File: src/rtl/bmsp_pkg.sv
package bmsp_pkg;

    typedef enum logic [1:0] {
        ACC_LOAD  = 2'b00,
        ACC_STORE = 2'b01,
        ACC_PUSH  = 2'b10,
        ACC_POP   = 2'b11
    } acc_kind_e;

endpackage

File: src/rtl/bmsp_ea_calc.sv
// Effective address sum with range escape detection and port numbering.
module bmsp_ea_calc #(
    parameter int ADDR_W = 16,
    parameter int PORT_W = 8
) (
    input  logic [ADDR_W-1:0] base,
    input  logic [ADDR_W-1:0] offset,
    output logic              escape,
    output logic [ADDR_W-1:0] addr,
    output logic [PORT_W-1:0] port
);
    localparam int SUM_W = ADDR_W + 2;

    logic signed [SUM_W-1:0] sum;
    logic                    below;
    logic                    above;

    assign sum    = $signed({2'b00, base}) + $signed({{2{offset[ADDR_W-1]}}, offset});
    assign below  = sum[SUM_W-1];
    assign above  = !below && sum[ADDR_W];
    assign escape = below || above;
    assign addr   = sum[ADDR_W-1:0];
    // Above the top address the overshoot counts from one; below zero the
    // two's-complement low byte is used directly.
    assign port   = below ? sum[PORT_W-1:0] : sum[PORT_W-1:0] + PORT_W'(1);
endmodule

File: src/rtl/bmsp_page_guard.sv
// Flags a page index carrying any hex letter digit as a system page.
module bmsp_page_guard #(
    parameter int PAGE_W = 8
) (
    input  logic [PAGE_W-1:0] page,
    output logic              is_sys
);
    localparam int NIBS = PAGE_W / 4;

    logic [NIBS-1:0] nib_sys;

    for (genvar g = 0; g < NIBS; g++) begin : g_nib
        assign nib_sys[g] = page[4*g +: 4] > 4'd9;
    end

    assign is_sys = |nib_sys;
endmodule

File: src/rtl/bmsp_svc_bank.sv
// Service register storage: one shared address for read and write.
module bmsp_svc_bank #(
    parameter int DATA_W = 16,
    parameter int DEPTH  = 64,
    localparam int AW    = $clog2(DEPTH)
) (
    input  logic              clk,
    input  logic              rst_n,
    input  logic              we,
    input  logic [AW-1:0]     addr,
    input  logic [DATA_W-1:0] wdata,
    output logic [DATA_W-1:0] rdata
);
    logic [DATA_W-1:0] mem_q [DEPTH];

    always_ff @(posedge clk) begin
        if (!rst_n) begin
            for (int i = 0; i < DEPTH; i++) begin
                mem_q[i] <= '0;
            end
        end else if (we) begin
            mem_q[addr] <= wdata;
        end
    end

    assign rdata = mem_q[addr];
endmodule

File: src/rtl/bmsp_steer.sv
// Steers loads, stores, pushes and pops to RAM, ports or service registers.
module bmsp_steer
    import bmsp_pkg::*;
#(
    parameter int ADDR_W     = 16,
    parameter int DATA_W     = 16,
    parameter int PORT_W     = 8,
    parameter int PAGE_W     = 8,
    parameter int SVC_REGS   = 4,
    parameter int PAGE_SLOTS = 16
) (
    input  logic              clk,
    input  logic              rst_n,
    input  logic              req_valid,
    input  logic [1:0]        req_kind,
    input  logic              req_ax,
    input  logic              user_mode,
    input  logic [ADDR_W-1:0] base_ptr,
    input  logic [ADDR_W-1:0] offset,
    input  logic [DATA_W-1:0] wdata,
    output logic              ram_req,
    output logic              ram_we,
    output logic [ADDR_W-1:0] ram_addr,
    output logic [DATA_W-1:0] ram_wdata,
    output logic              port_req,
    output logic              port_we,
    output logic [PORT_W-1:0] port_num,
    output logic [DATA_W-1:0] port_wdata,
    output logic              svc_rvalid,
    output logic [DATA_W-1:0] svc_rdata,
    output logic              fault
);
    localparam int IDX_W  = $clog2(SVC_REGS);
    localparam int SLOT_W = $clog2(PAGE_SLOTS);
    localparam int DEPTH  = SVC_REGS * PAGE_SLOTS;
    localparam logic [ADDR_W-1:0] SP_WR_EDGE   = '0;
    localparam logic [ADDR_W-1:0] SP_PAGE_EDGE = ADDR_W'(1);
    localparam logic [ADDR_W-1:0] SP_RD_EDGE   = '1;

    typedef struct packed {
        logic [PAGE_W-1:0] page;
        logic [IDX_W-1:0]  idx;
        logic              ram_req;
        logic              ram_we;
        logic [ADDR_W-1:0] ram_addr;
        logic [DATA_W-1:0] ram_wdata;
        logic              port_req;
        logic              port_we;
        logic [PORT_W-1:0] port_num;
        logic [DATA_W-1:0] port_wdata;
        logic              svc_rvalid;
        logic [DATA_W-1:0] svc_rdata;
        logic              fault;
    } steer_state_t;

    steer_state_t st_d, st_q;

    logic              ea_escape;
    logic [ADDR_W-1:0] ea_addr;
    logic [PORT_W-1:0] ea_port;
    logic              page_sys;
    logic              bank_we;
    logic [DATA_W-1:0] bank_rdata;
    logic [SLOT_W+IDX_W-1:0] bank_addr;
    logic              deny;
    acc_kind_e         kind;

    bmsp_ea_calc #(
        .ADDR_W (ADDR_W),
        .PORT_W (PORT_W)
    ) i_ea (
        .base   (base_ptr),
        .offset (offset),
        .escape (ea_escape),
        .addr   (ea_addr),
        .port   (ea_port)
    );

    bmsp_page_guard #(
        .PAGE_W (PAGE_W)
    ) i_guard (
        .page   (st_q.page),
        .is_sys (page_sys)
    );

    assign bank_addr = {st_q.page[SLOT_W-1:0], st_q.idx};

    bmsp_svc_bank #(
        .DATA_W (DATA_W),
        .DEPTH  (DEPTH)
    ) i_bank (
        .clk    (clk),
        .rst_n  (rst_n),
        .we     (bank_we),
        .addr   (bank_addr),
        .wdata  (wdata),
        .rdata  (bank_rdata)
    );

    assign kind = acc_kind_e'(req_kind);
    assign deny = user_mode && page_sys;

    always_comb begin
        st_d            = st_q;
        st_d.ram_req    = 1'b0;
        st_d.ram_we     = 1'b0;
        st_d.port_req   = 1'b0;
        st_d.port_we    = 1'b0;
        st_d.svc_rvalid = 1'b0;
        st_d.fault      = 1'b0;
        bank_we         = 1'b0;

        if (req_valid) begin
            unique case (kind)
                ACC_LOAD, ACC_STORE: begin
                    if (ea_escape) begin
                        st_d.port_req   = 1'b1;
                        st_d.port_we    = (kind == ACC_STORE);
                        st_d.port_num   = ea_port;
                        st_d.port_wdata = wdata;
                    end else begin
                        st_d.ram_req    = 1'b1;
                        st_d.ram_we     = (kind == ACC_STORE);
                        st_d.ram_addr   = ea_addr;
                        st_d.ram_wdata  = wdata;
                    end
                end
                ACC_PUSH: begin
                    if (base_ptr == SP_WR_EDGE) begin
                        if (req_ax) begin
                            st_d.idx = st_q.idx + IDX_W'(1);
                        end else if (deny) begin
                            st_d.fault = 1'b1;
                        end else begin
                            bank_we  = 1'b1;
                            st_d.idx = st_q.idx + IDX_W'(1);
                        end
                    end else if (base_ptr == SP_PAGE_EDGE) begin
                        st_d.page = wdata[PAGE_W-1:0];
                        st_d.idx  = '0;
                    end else begin
                        st_d.ram_req   = 1'b1;
                        st_d.ram_we    = 1'b1;
                        st_d.ram_addr  = base_ptr;
                        st_d.ram_wdata = wdata;
                    end
                end
                ACC_POP: begin
                    if (base_ptr == SP_RD_EDGE) begin
                        if (req_ax) begin
                            st_d.idx = st_q.idx + IDX_W'(1);
                        end else if (deny) begin
                            st_d.fault = 1'b1;
                        end else begin
                            st_d.svc_rvalid = 1'b1;
                            st_d.svc_rdata  = bank_rdata;
                            st_d.idx        = st_q.idx + IDX_W'(1);
                        end
                    end else begin
                        st_d.ram_req  = 1'b1;
                        st_d.ram_we   = 1'b0;
                        st_d.ram_addr = base_ptr;
                    end
                end
                default: ;
            endcase
        end
    end

    always_ff @(posedge clk) begin
        if (!rst_n) begin
            st_q <= '0;
        end else begin
            st_q <= st_d;
        end
    end

    assign ram_req    = st_q.ram_req;
    assign ram_we     = st_q.ram_we;
    assign ram_addr   = st_q.ram_addr;
    assign ram_wdata  = st_q.ram_wdata;
    assign port_req   = st_q.port_req;
    assign port_we    = st_q.port_we;
    assign port_num   = st_q.port_num;
    assign port_wdata = st_q.port_wdata;
    assign svc_rvalid = st_q.svc_rvalid;
    assign svc_rdata  = st_q.svc_rdata;
    assign fault      = st_q.fault;
endmodule

File: config.mk
export PLATFORM = sky130hd
export DESIGN_NAME = bmsp_steer
export DESIGN_NICKNAME = d
export VERILOG_FILES = /design/src/rtl/bmsp_pkg.sv /design/src/rtl/bmsp_ea_calc.sv /design/src/rtl/bmsp_page_guard.sv /design/src/rtl/bmsp_svc_bank.sv /design/src/rtl/bmsp_steer.sv
export SDC_FILE = /design/constraint.sdc
export NUM_CORES = 2
export LEC_CHECK = 0
export BUFFER_PORTS_ARGS = -buffer_cell sky130_fd_sc_hd__buf_2
export CORE_MARGIN = 5
export CORE_UTILIZATION = 25
export CTS_CLUSTER_DIAMETER = 60
export DETAILED_ROUTE_END_ITERATION = 8
export MAX_ROUTING_LAYER = met4
export PLACE_DENSITY = 0.47
export RECOVER_POWER = 100
export SETUP_SLACK_MARGIN = 0.3
export SLEW_MARGIN = 20
export SYNTH_ARGS = -nofsm -noshare
export SYNTH_HDL_FRONTEND = slang
export SYNTH_HIERARCHICAL = 1
export SYNTH_SLANG_ARGS = --single-unit
File: constraint.sdc
create_clock -name clk -period 5.5 [get_ports clk]
set_clock_uncertainty 0.15 [all_clocks]
set_input_delay 1.1 -clock clk [delete_from_list [all_inputs] [get_ports clk]]
set_output_delay 1.1 -clock clk [all_outputs]
set_load 0.005 [all_outputs]
==> impl_metrics.tcl <==
set metrics [dict create \
    track_usage_pct 17.45 \
    post-route-period-util_pct 92.36 \
    hold_path_startpoint "svc_rdata[14]" \
    ctsResizeCount 0 \
    hpwl_mm 120.1 \
    final_cells 7064 \
    wl_per_cell_um 26.84 \
    hold_viol 0 \
    maxCapViolCount 5 \
    drc_errors 0 \
    holdCritPathClass "reg2reg" \
    gp_congestion 0.8775 \
    cts_hold_buffers 0 \
    fmax_mhz 196.9 \
    ant_nets 0 \
    grt_pass1_vias 34460 \
    min_path_cells 2 \
    cts_root_buffer "clkbuf_16" \
    maxSlewViolCount 103 \
    cts_post_setup_buffers_inserted 0 \
    r2r_start "bank_addr[2]" \
    grt_pass1_wl_mm 267.7 \
    min_to "svc_rdata[14]" \
    ys_warn_count 6 \
    wl_mm 189.6 \
    rows 167 \
    floorplan.core_area_um2 206900 \
    dieWidth_um 465.8 \
    r2r_slack_ns 0.42 \
    placedCellCount 6806 \
    critPathCaptureType "flip-flop" \
    clock_tree.buffer_depth 3 \
    crit_fanout 42 \
    io_pins 133 \
    period_needed_ns 5.080 \
    firstDrtPassIters 6 \
    r2r_end "svc_rdata[5]" \
    r2r_cells 10 \
    setup_viol_count_final 0 \
    area_growth_pct 15.21 \
    worstMarginPinSlew_ns 2.256 \
    cts_buffers 135 \
    antenna_found_initial 20 \
    synth_fp_nets 4255 \
    post_dp_cell_area_um2 55910 \
    avgSynthCellArea_um2 12.42 \
    start_util_pct 25.10 \
    failed_checks "max-capacitance violations, max-slew violations" \
    setup_tns_ns 0 \
    drive_gt1_share_pct 12.94 \
    grt_max_degree 85 \
    worst_ep_required_time_ns 6.06 \
    routed-via-count 35340 \
    die_y_um 465.8 \
    htreeDepth 4 \
    num-nets-final 4313 \
    portBuffers 132 \
    leakage_nw 20.14 \
    outcome "complete, but fails checks" \
    drt_iter0_markers 3905 \
    avgViaCountPerCell 5.003 \
    cp.arrival_ns 5.64 \
    syn-cell-area_um2 51930 \
    nFillCells 21110 \
    synth_cells 4181 \
    vdd_ir_drop_max_mv 0.1913 \
    clkLatencyLatePin_ns 0.79 \
    grt-ovfl-total 0 \
    power_density_nw_per_um2 326.2 \
    clock_sinks 1111 \
    cp-start-kind "flip-flop" \
    cts_tree "done" \
    final_area_um2 59830 \
    crit_type "reg2reg" \
    maxSlewHeadroom_pct -50.41 \
    cts.reportedPaths.clkPinSlew_ns 0.06 \
    dieArea_um2 216900 \
    rsz0062_at_grt "no" \
]
==> metal layers <==
metal,up-vias,track usage [%],part of all wire [%]
met2,1496,26.99,46
met1,18130,23.69,44
met3,225,3.174,7.9
met5,-,-,0
li1,15490,-,-
met4,0,4.507,2.4
==> critical path: stages, from the launching register on <==
cell and delay, ns:
dfxtp_4 0.63, buf_12 0.34, and2_1 1.50, clkbuf_2 0.67
a221oi_1 0.18, nor2_1 0.22, o21ai_0 0.28, o211a_1 0.32
nand4_1 0.32, nand2_1 0.14, a21oi_2 0.15
==> worst max path at each step <==
stage | to | startpoint | slack (ns)
CTS | svc_rdata[6] | bank_addr[0] | 1.12
detailed placement | i_bank/mem_q[2][2] | base_ptr[7] | 0.33
global placement | i_bank/mem_q[2][6] | base_ptr[7] | 0.42
finish | svc_rdata[5] | bank_addr[2] | 0.42
floorplan | i_bank/mem_q[12][0] | base_ptr[12] | 0.92
global route | i_bank/mem_q[60][8] | base_ptr[7] | 0.42
==> cell usage in the layout (no fill, tap or decap), types with 9 or more instances in the layout <==
cell / instances
a211oi_1: 15
a21o_1: 9
a21oi_1: 111
a221o_1: 12
a221oi_1: 196
a22o_1: 33
a22oi_1: 137
a31o_2: 16
and2_0: 384
and2_1: 598
and3_1: 75
buf_2: 63
buf_4: 145
bufinv_16: 13
clkbuf_1: 191
clkbuf_16: 136
clkbuf_2: 18
clkinv_1: 24
clkinv_2: 18
dfxtp_1: 84
edfxtp_1: 1024
ha_1: 18
mux2_2: 48
mux2i_1: 99
mux4_2: 12
nand2_1: 148
nand2_2: 10
nand3_1: 39
nand4_1: 16
nor2_1: 199
nor3_1: 18
o21ai_0: 138
o21ai_1: 15
o221ai_1: 23
o22ai_1: 45
xnor2_1: 14
==> through the flow <==
stage	worst slack [ns]	hold WS, ns	total power [mW]	utilization (%)
after floorplan	0.9224	0.2822	10.31	-
after global placement	0.4229	0.2900	10.74	27.03
after detailed placement	0.3270	0.2916	10.74	27.03
after CTS	1.124	0.3013	19.69	29.17
after global routing	0.4225	0.3261	20.12	28.92
final	0.4201	0.3018	19.52	28.92
==> layout make-up <==
| class | instances | area, um^2 | share of cell area (%) |
|---|---|---|---|
| Sequential cell | 1111 | 32500 | 54.33 |
| Tap cell | 2704 | 3383 | 5.655 |
| Multi-Input combinational cell | 2583 | 17180 | 28.71 |
| Timing Repair Buffer | 396 | 2270 | 3.794 |
| Clock inverter | 81 | 884.6 | 1.479 |
| Inverter | 12 | 46.29 | 0.07738 |
| Antenna cell | 8 | 20.02 | 0.03346 |
| Clock buffer | 169 | 3547 | 5.929 |
==> sequential cells by signal, indices dropped and copies added, names as in the netlist, 3 cells and up <==
signal and count:
svc_rdata 16, st_q 3, port_wdata 16, bank_addr 6
port_num 8, ram_wdata 16, ram_addr 16, i_bank/mem_q 1024
==> where the power goes <==
group	internal (mW)	switching [mW]
Combinational	0.224	0.649
Clock	5.24	3.73
Sequential	9.57	0.111
Total	15.0	4.49
No activity file was read; power rests on OpenSTA's default activity.
